--- config.mk ---
export PLATFORM = sky130hd
export DESIGN_NAME = cond_exec_unit
export DESIGN_NICKNAME = d
export VERILOG_FILES = /design/src/rtl/cond_exec_pkg.sv /design/src/rtl/cond_eval.sv /design/src/rtl/p_track.sv /design/src/rtl/cond_exec_unit.sv
export SDC_FILE = /design/constraint.sdc
export NUM_CORES = 1
export LEC_CHECK = 0
export CORE_AREA = 2 2 39 41
export CTS_BUF_LIST = sky130_fd_sc_hd__clkbuf_16
export DETAILED_ROUTE_END_ITERATION = 10
export DIE_AREA = 0 0 41 43
export SKIP_LAST_GASP = 1
export SYNTH_ARGS = -nofsm -noshare
export SYNTH_HDL_FRONTEND = slang
export SYNTH_SLANG_ARGS = --single-unit
--- constraint.sdc ---
create_clock -name clk -period 2.6 [get_ports clk]
set_clock_uncertainty 0.15 [all_clocks]
set_input_delay 0.52 -clock clk [delete_from_list [all_inputs] [get_ports clk]]
set_output_delay 0.52 -clock clk [all_outputs]
set_load 0.03 [all_outputs]
--- src/rtl/cond_exec_pkg.sv ---
package cond_exec_pkg;
    localparam int COND_W = 4;
    localparam int FLAG_W = 4;
    localparam int FN = 3;
    localparam int FZ = 2;
    localparam int FC = 1;
    localparam int FV = 0;

    typedef enum logic [COND_W-1:0] {
        C_EQ = 4'd0,  C_NE = 4'd1,  C_CS = 4'd2,  C_CC = 4'd3,
        C_MI = 4'd4,  C_PL = 4'd5,  C_VS = 4'd6,  C_VC = 4'd7,
        C_HI = 4'd8,  C_LS = 4'd9,  C_GE = 4'd10, C_LT = 4'd11,
        C_GT = 4'd12, C_LE = 4'd13, C_AL = 4'd14, C_PR = 4'd15
    } cond_e;

    typedef enum logic {
        PS_CLEAR = 1'b0,
        PS_SET   = 1'b1
    } pstate_e;
endpackage

--- src/rtl/cond_eval.sv ---
module cond_eval
    import cond_exec_pkg::*;
(
    input  logic [COND_W-1:0] cond_i,
    input  logic [FLAG_W-1:0] flags_i,
    input  logic              p_i,
    output logic              pass_o
);
    logic n, z, c, v;
    assign n = flags_i[FN];
    assign z = flags_i[FZ];
    assign c = flags_i[FC];
    assign v = flags_i[FV];

    always_comb begin
        unique case (cond_e'(cond_i))
            C_EQ: pass_o = z;
            C_NE: pass_o = !z;
            C_CS: pass_o = c;
            C_CC: pass_o = !c;
            C_MI: pass_o = n;
            C_PL: pass_o = !n;
            C_VS: pass_o = v;
            C_VC: pass_o = !v;
            C_HI: pass_o = c && !z;
            C_LS: pass_o = !c || z;
            C_GE: pass_o = (n == v);
            C_LT: pass_o = (n != v);
            C_GT: pass_o = !z && (n == v);
            C_LE: pass_o = z || (n != v);
            C_AL: pass_o = 1'b1;
            C_PR: pass_o = p_i;
        endcase
    end
endmodule

--- src/rtl/p_track.sv ---
module p_track
    import cond_exec_pkg::*;
(
    input  logic clk,
    input  logic rst_n,
    input  logic upd_i,
    input  logic result_i,
    input  logic save_i,
    input  logic restore_i,
    output logic p_o
);
    pstate_e state_q, state_d;
    logic    saved_q;
    logic    take_upd;

    // instruction result only lands when no exception control is active
    assign take_upd = upd_i && !save_i && !restore_i;

    always_comb begin
        state_d = state_q;
        unique case (state_q)
            PS_CLEAR: begin
                if (restore_i && saved_q)     state_d = PS_SET;
                else if (take_upd && result_i) state_d = PS_SET;
            end
            PS_SET: begin
                if (restore_i && !saved_q)     state_d = PS_CLEAR;
                else if (take_upd && !result_i) state_d = PS_CLEAR;
            end
        endcase
    end

    always_ff @(posedge clk) begin
        if (!rst_n) begin
            state_q <= PS_CLEAR;
            saved_q <= 1'b0;
        end else begin
            state_q <= state_d;
            if (save_i && !restore_i)
                saved_q <= (state_q == PS_SET);
        end
    end

    always_comb begin
        p_o = (state_q == PS_SET);
    end
endmodule

--- src/rtl/cond_exec_unit.sv ---
module cond_exec_unit
    import cond_exec_pkg::*;
(
    input  logic              clk,
    input  logic              rst_n,
    input  logic              instr_valid,
    input  logic [COND_W-1:0] cond,
    input  logic [FLAG_W-1:0] flags,
    input  logic              exc_enter,
    input  logic              exc_return,
    output logic              exec_en,
    output logic              p_bit
);
    logic pass;
    logic is_cond;

    cond_eval u_eval (
        .cond_i  (cond),
        .flags_i (flags),
        .p_i     (p_bit),
        .pass_o  (pass)
    );

    assign is_cond = (cond != C_AL);
    assign exec_en = instr_valid && pass;

    p_track u_track (
        .clk       (clk),
        .rst_n     (rst_n),
        .upd_i     (instr_valid && is_cond),
        .result_i  (pass),
        .save_i    (exc_enter),
        .restore_i (exc_return),
        .p_o       (p_bit)
    );
endmodule

Yosys cells after proc, flatten, opt, wreduce, memory -nomap -nowiden
Index checks and enable logic that the tools add are counted.

storage, ports and cells
  register bits after elaboration = 2
  output and inout port bits = 2
  word-level logic and storage cells = 49
  input bits = 13

operators by class
  bitwise operators = 1
  reduce and logical (&&, ||, !) cells = 22
  eq/ne operators = 18
  mux-type cells = 6

operators by type and width
  cell                                                             count
  4-bit == test, second input constant                             8
  4-bit by 3-bit == test with 1-bit output, second input constant  4
  1-bit one-hot mux with 16 select lines                           1
  1-bit logical AND                                                11
  4-bit by 2-bit == test with 1-bit output, second input constant  2
  1-bit zero test                                                  8
  4-bit by 1-bit == test with 1-bit output, second input constant  1
  4-bit zero test                                                  1
  1-bit two-way mux                                                4
  4-bit inequality test, second input constant                     1
  1-bit logical OR                                                 2
  1-bit one-hot mux with 2 select lines                            1
  1-bit == test                                                    1
  1-bit inequality test                                            1
  1-bit inverter                                                   1

Depth between registers and ports, before layout
  depth after elaboration = 8
  mapped depth = 4

By module
From an unflattened synthesis, not the netlist that was laid out.

unflattened totals
  cells, all modules = 40
  area, all modules = 327.8 µm²

modules (own cells, without submodules)
  module          cells an instance  times used  sequential area each (µm²)  area each (µm²)
  cond_eval       27                 1           0.0                         210.2
  p_track         10                 1           40.0                        96.3
  cond_exec_unit  3                  1           0.0                         21.3

Least setup slack after synthesis
Ideal clock, no wire load.

  path kind = input to output
  start point = in cond[1]
  end point = out exec_en
  buffers on the path = 0
  data arrival time = 1749 ps
  path slack = 181 ps
  data required time = 1930 ps
  stages = 4
  path through = mux4_2 mux2i_1 o31ai_1 a21boi_1

on the way
  word-level cells in the longest chain between the ends = 3

ends and longest elaborated chain
  element                                      line                  text
  start, declared                              cond_exec_unit.sv:7   input logic [COND_W-1:0] cond,
  4-bit == test, or another cell as far along  cond_eval.sv:16       unique case (cond_e'(cond_i))
  1-bit one-hot mux with 16 select lines (*)   cond_eval.sv:16
  1-bit logical AND (*)                        cond_exec_unit.sv:25  assign exec_en = instr_valid && pass;
  end, declared                                cond_exec_unit.sv:11  output logic exec_en,

Every way passes the cells marked *; elsewhere a longest branch is shown, timed or not.

Final worst setup path
  start point = in flags[2]
  end point = out exec_en

on the way
  word-level cells in the longest chain between the ends = 4

ends and longest elaborated chain
  element                                      line                                               text
  start, declared                              cond_exec_unit.sv:8                                input logic [FLAG_W-1:0] flags,
  1-bit zero test                              cond_eval.sv:18, cond_eval.sv:25, cond_eval.sv:29
  1-bit logical AND, on equally long branches  cond_eval.sv:29, cond_eval.sv:25
  1-bit one-hot mux with 16 select lines (*)   cond_eval.sv:16
  1-bit logical AND (*)                        cond_exec_unit.sv:25

Marked as above.

==> flow_metrics.env <==
export IMPL_post_route_cells_drive_above_1_share=0.361
export IMPL_design_area_um2=602
export IMPL_cp_required_ns=1.93
export IMPL_finalWeightedCongestion=0.750
export IMPL_yosys_cell_count_top_type="nor2b_1"
export IMPL_cts_root_buffer="clkbuf_16"
export IMPL_cts_made_buffers=3
export IMPL_tritoncts="done"
export IMPL_postCtsHoldBufs=0
export IMPL_clock_sinks=2
export IMPL_first_pass_grt_wire_length_mm=1.32
export IMPL_timing_hold_worst_class="flip-flop to flip-flop"
export IMPL_detail_route_drc_violations=0
export IMPL_synth_cell_area_um2=283
export IMPL_mappedNetlistNets=47
export IMPL_average_wire_per_standard_cell_um=9.71
export IMPL_share_of_the_clock_period_used_by_the_worst_path_after_layout=0.973
export IMPL_start_util=0.204
export IMPL_core_area_mm2=0.00138
export IMPL_leading_post_synthesis_cells_by_cell_area="nor2b_1 18%, dfxtp_1 14%, xor3_1 8.4%"
export IMPL_setup_violations_final=0
export IMPL_number_of_synthesized_flops_with_an_enable_pin=0
export IMPL_fin_cells=77
export IMPL_firstDrtPassIters=1
export IMPL_vias_per_cell=4.57
export IMPL_grt_remaining_overflow=0
export IMPL_cp_max_fo=2
export IMPL_floorplan_die_area_mm2=0.00176
export IMPL_drt_iter0_markers=0
export IMPL_grt_util_all_layers=0.112
export IMPL_place_worst_setup_slack_ns=-0.240
export IMPL_cts_max_level=1
export IMPL_outcome="finished clean"
export IMPL_ys_ff_latch=2
export IMPL_classification_of_the_worst_setup_path="input pin to output port"
export IMPL_first_global_vias=353
export IMPL_vias=352
export IMPL_design_portCount=15
export IMPL_drv_cap=0
export IMPL_worst_setup_path_startpoint="flags[2]"
export IMPL_synth_largest_area_cell="nor2b_1"
export IMPL_arrival_ns=1.86
export IMPL_hold_viol_final=0
export IMPL_count_of_inserted_antenna_diode_cells=0
export IMPL_peakVddDrop_uv=496
export IMPL_power_density_mw_per_mm2=568
export IMPL_skew_pair_late_insertion_delay_ns=0.22
export IMPL_grt_max_degree=7
export IMPL_timing_setup_tns_ns=0
export IMPL_post_synth_inst_count=34
export IMPL_slew_headroom=0.793
export IMPL_synth_async_reset_ratio=0
export IMPL_worst_margin_pin_slew_ns=0.310
export IMPL_post_dp_cell_area_um2=508
export IMPL_post_dp_hpwl_um=590
export IMPL_r2r_start="u_track.p_o"
export IMPL_synth_main_ff_cell="dfxtp_1"
export IMPL_setup_worst_path_end_class="output port"
export IMPL_hold_path_startpoint="u_track.saved_q"
export IMPL_netlist_cell_type_count=22
export IMPL_critical_path_startpoint_type="input pin"
export IMPL_maxClockFrequency_mhz=395
export IMPL_rsz0062_at_grt="no"
export IMPL_numPortBuffers=14
export IMPL_clock_slew_at_the_register_clock_pins_of_the_worst_setup_and_hold_paths_ns=0.03
export IMPL_post_route_util=0.435
export IMPL_portion_of_synthesized_cell_area_occupied_by_the_leading_cell_type=0.177
export IMPL_chipHeight_um=43
export IMPL_period_minus_slack_ns=2.53
export IMPL_antenna_found_initial=0
export IMPL_timing_max_transition_violations_final=0
export IMPL_finalWorstSetupSlack_ns=0.0695
export IMPL_layout_nets=76
export IMPL_flow_area_growth_from_synthesis_pct=113
export IMPL_numPlacedInstances=73
export IMPL_postRouteWirelength_um=748
export IMPL_drtAntennaViolNets=0
export IMPL_power_static_leakage_nw=0.264
export IMPL_yosysSeqAreaShare=0.142
export IMPL_placementRows=14
export IMPL_synthesis_area_per_instance_um2=8.32
export IMPL_die_width_um=41
export IMPL_yosys_warnings=0
export IMPL_ctsLongestPathBuffers=2
==> sequential cells by signal (all words and copies together), names as in the netlist <==
| name | flops |
|---|---|
| u_track.p_o | 1 |
| u_track.saved_q | 1 |
==> critical path, cell delays in order <==
cell,delay [ns]
dlygate4sd2_1,0.24
mux4_2,0.47
mux2i_1,0.20
o31ai_2,0.11
a21boi_1,0.15
buf_4,0.17
==> kinds of logic after synthesis <==
kind of cell    Yosys count  share of synthesized area
compound gates            9                      0.217
buf+inv                   1                     0.0133
simple gates             16                      0.323
flops                     2                      0.142
xor+xnor                  2                      0.115
mux                       4                      0.190
==> layout make-up <==
class,instances,area [um2]
Tap cell,16,20.0
Timing Repair Buffer,24,201
Clock buffer,3,75.1
Inverter,1,3.75
Sequential cell,2,40.0
Fill cell,144,782
Multi-Input combinational cell,31,262
==> repair_timing <==
action                                  4_1_cts  5_1_grt
endpoints found under the hold margin         0        0
gates resized for setup                       9        7
endpoints found under the setup margin        1        1
pin swaps                                     2        4
buffers inserted                              1        0
==> worst paths after layout <==
check | to | slack (ns) | cells past startpoint
setup reg to reg | u_track.p_o | 1.54 | 4
hold / removal | u_track.saved_q | 0.36 | 2
setup / recovery | exec_en | 0.07 | 6
hold reg to reg | u_track.saved_q | 0.36 | 2
==> per-stage QoR <==
step	total power [mW]	hold WS [ns]
floorplan	0.0637	0.332
global placement	0.107	0.361
detailed placement	0.107	0.359
CTS	0.346	0.369
global route	0.356	0.411
finish	0.342	0.365
==> routing by layer <==
metal,GRT usage,wire [um],vias to the layer above
li1,-,-,181
met1,0.131,310,157
met2,0.166,383,12
met3,0.0157,31,2
met4,0.100,22,0
met5,0,0,-
==> cell usage in the layout, fill, tap and decap left out <==
cell and n:
dlymetal6s2s_1 1, xnor2_1 1, o21ai_0 1, nand2b_1 1, clkdlybuf4s50_1 6, dlygate4sd2_1 3
mux4_2 1, nor3b_2 1, a221oi_2 1, xor3_1 1, o31ai_2 1, o21a_1 1
nand2_1 1, a21oi_1 2, clkbuf_16 3, clkbuf_2 2, nor4_2 1, nand3_1 2
a21boi_1 1, mux2_2 1, mux2i_1 2, a22oi_1 1, o211ai_1 1, nor2_1 2
nor2b_1 8, buf_4 11, inv_1 1, clkdlybuf4s15_1 1, dfxtp_1 2
==> report_power, final <==
group | internal [mW] | total, mW | switching (mW)
sequential | 0.0318 | 0.0324 | 0.000595
clock | 0.196 | 0.232 | 0.0367
combinational | 0.0469 | 0.0770 | 0.0301
total | 0.274 | 0.342 | 0.0673
No activity file was read; power rests on OpenSTA's default activity.
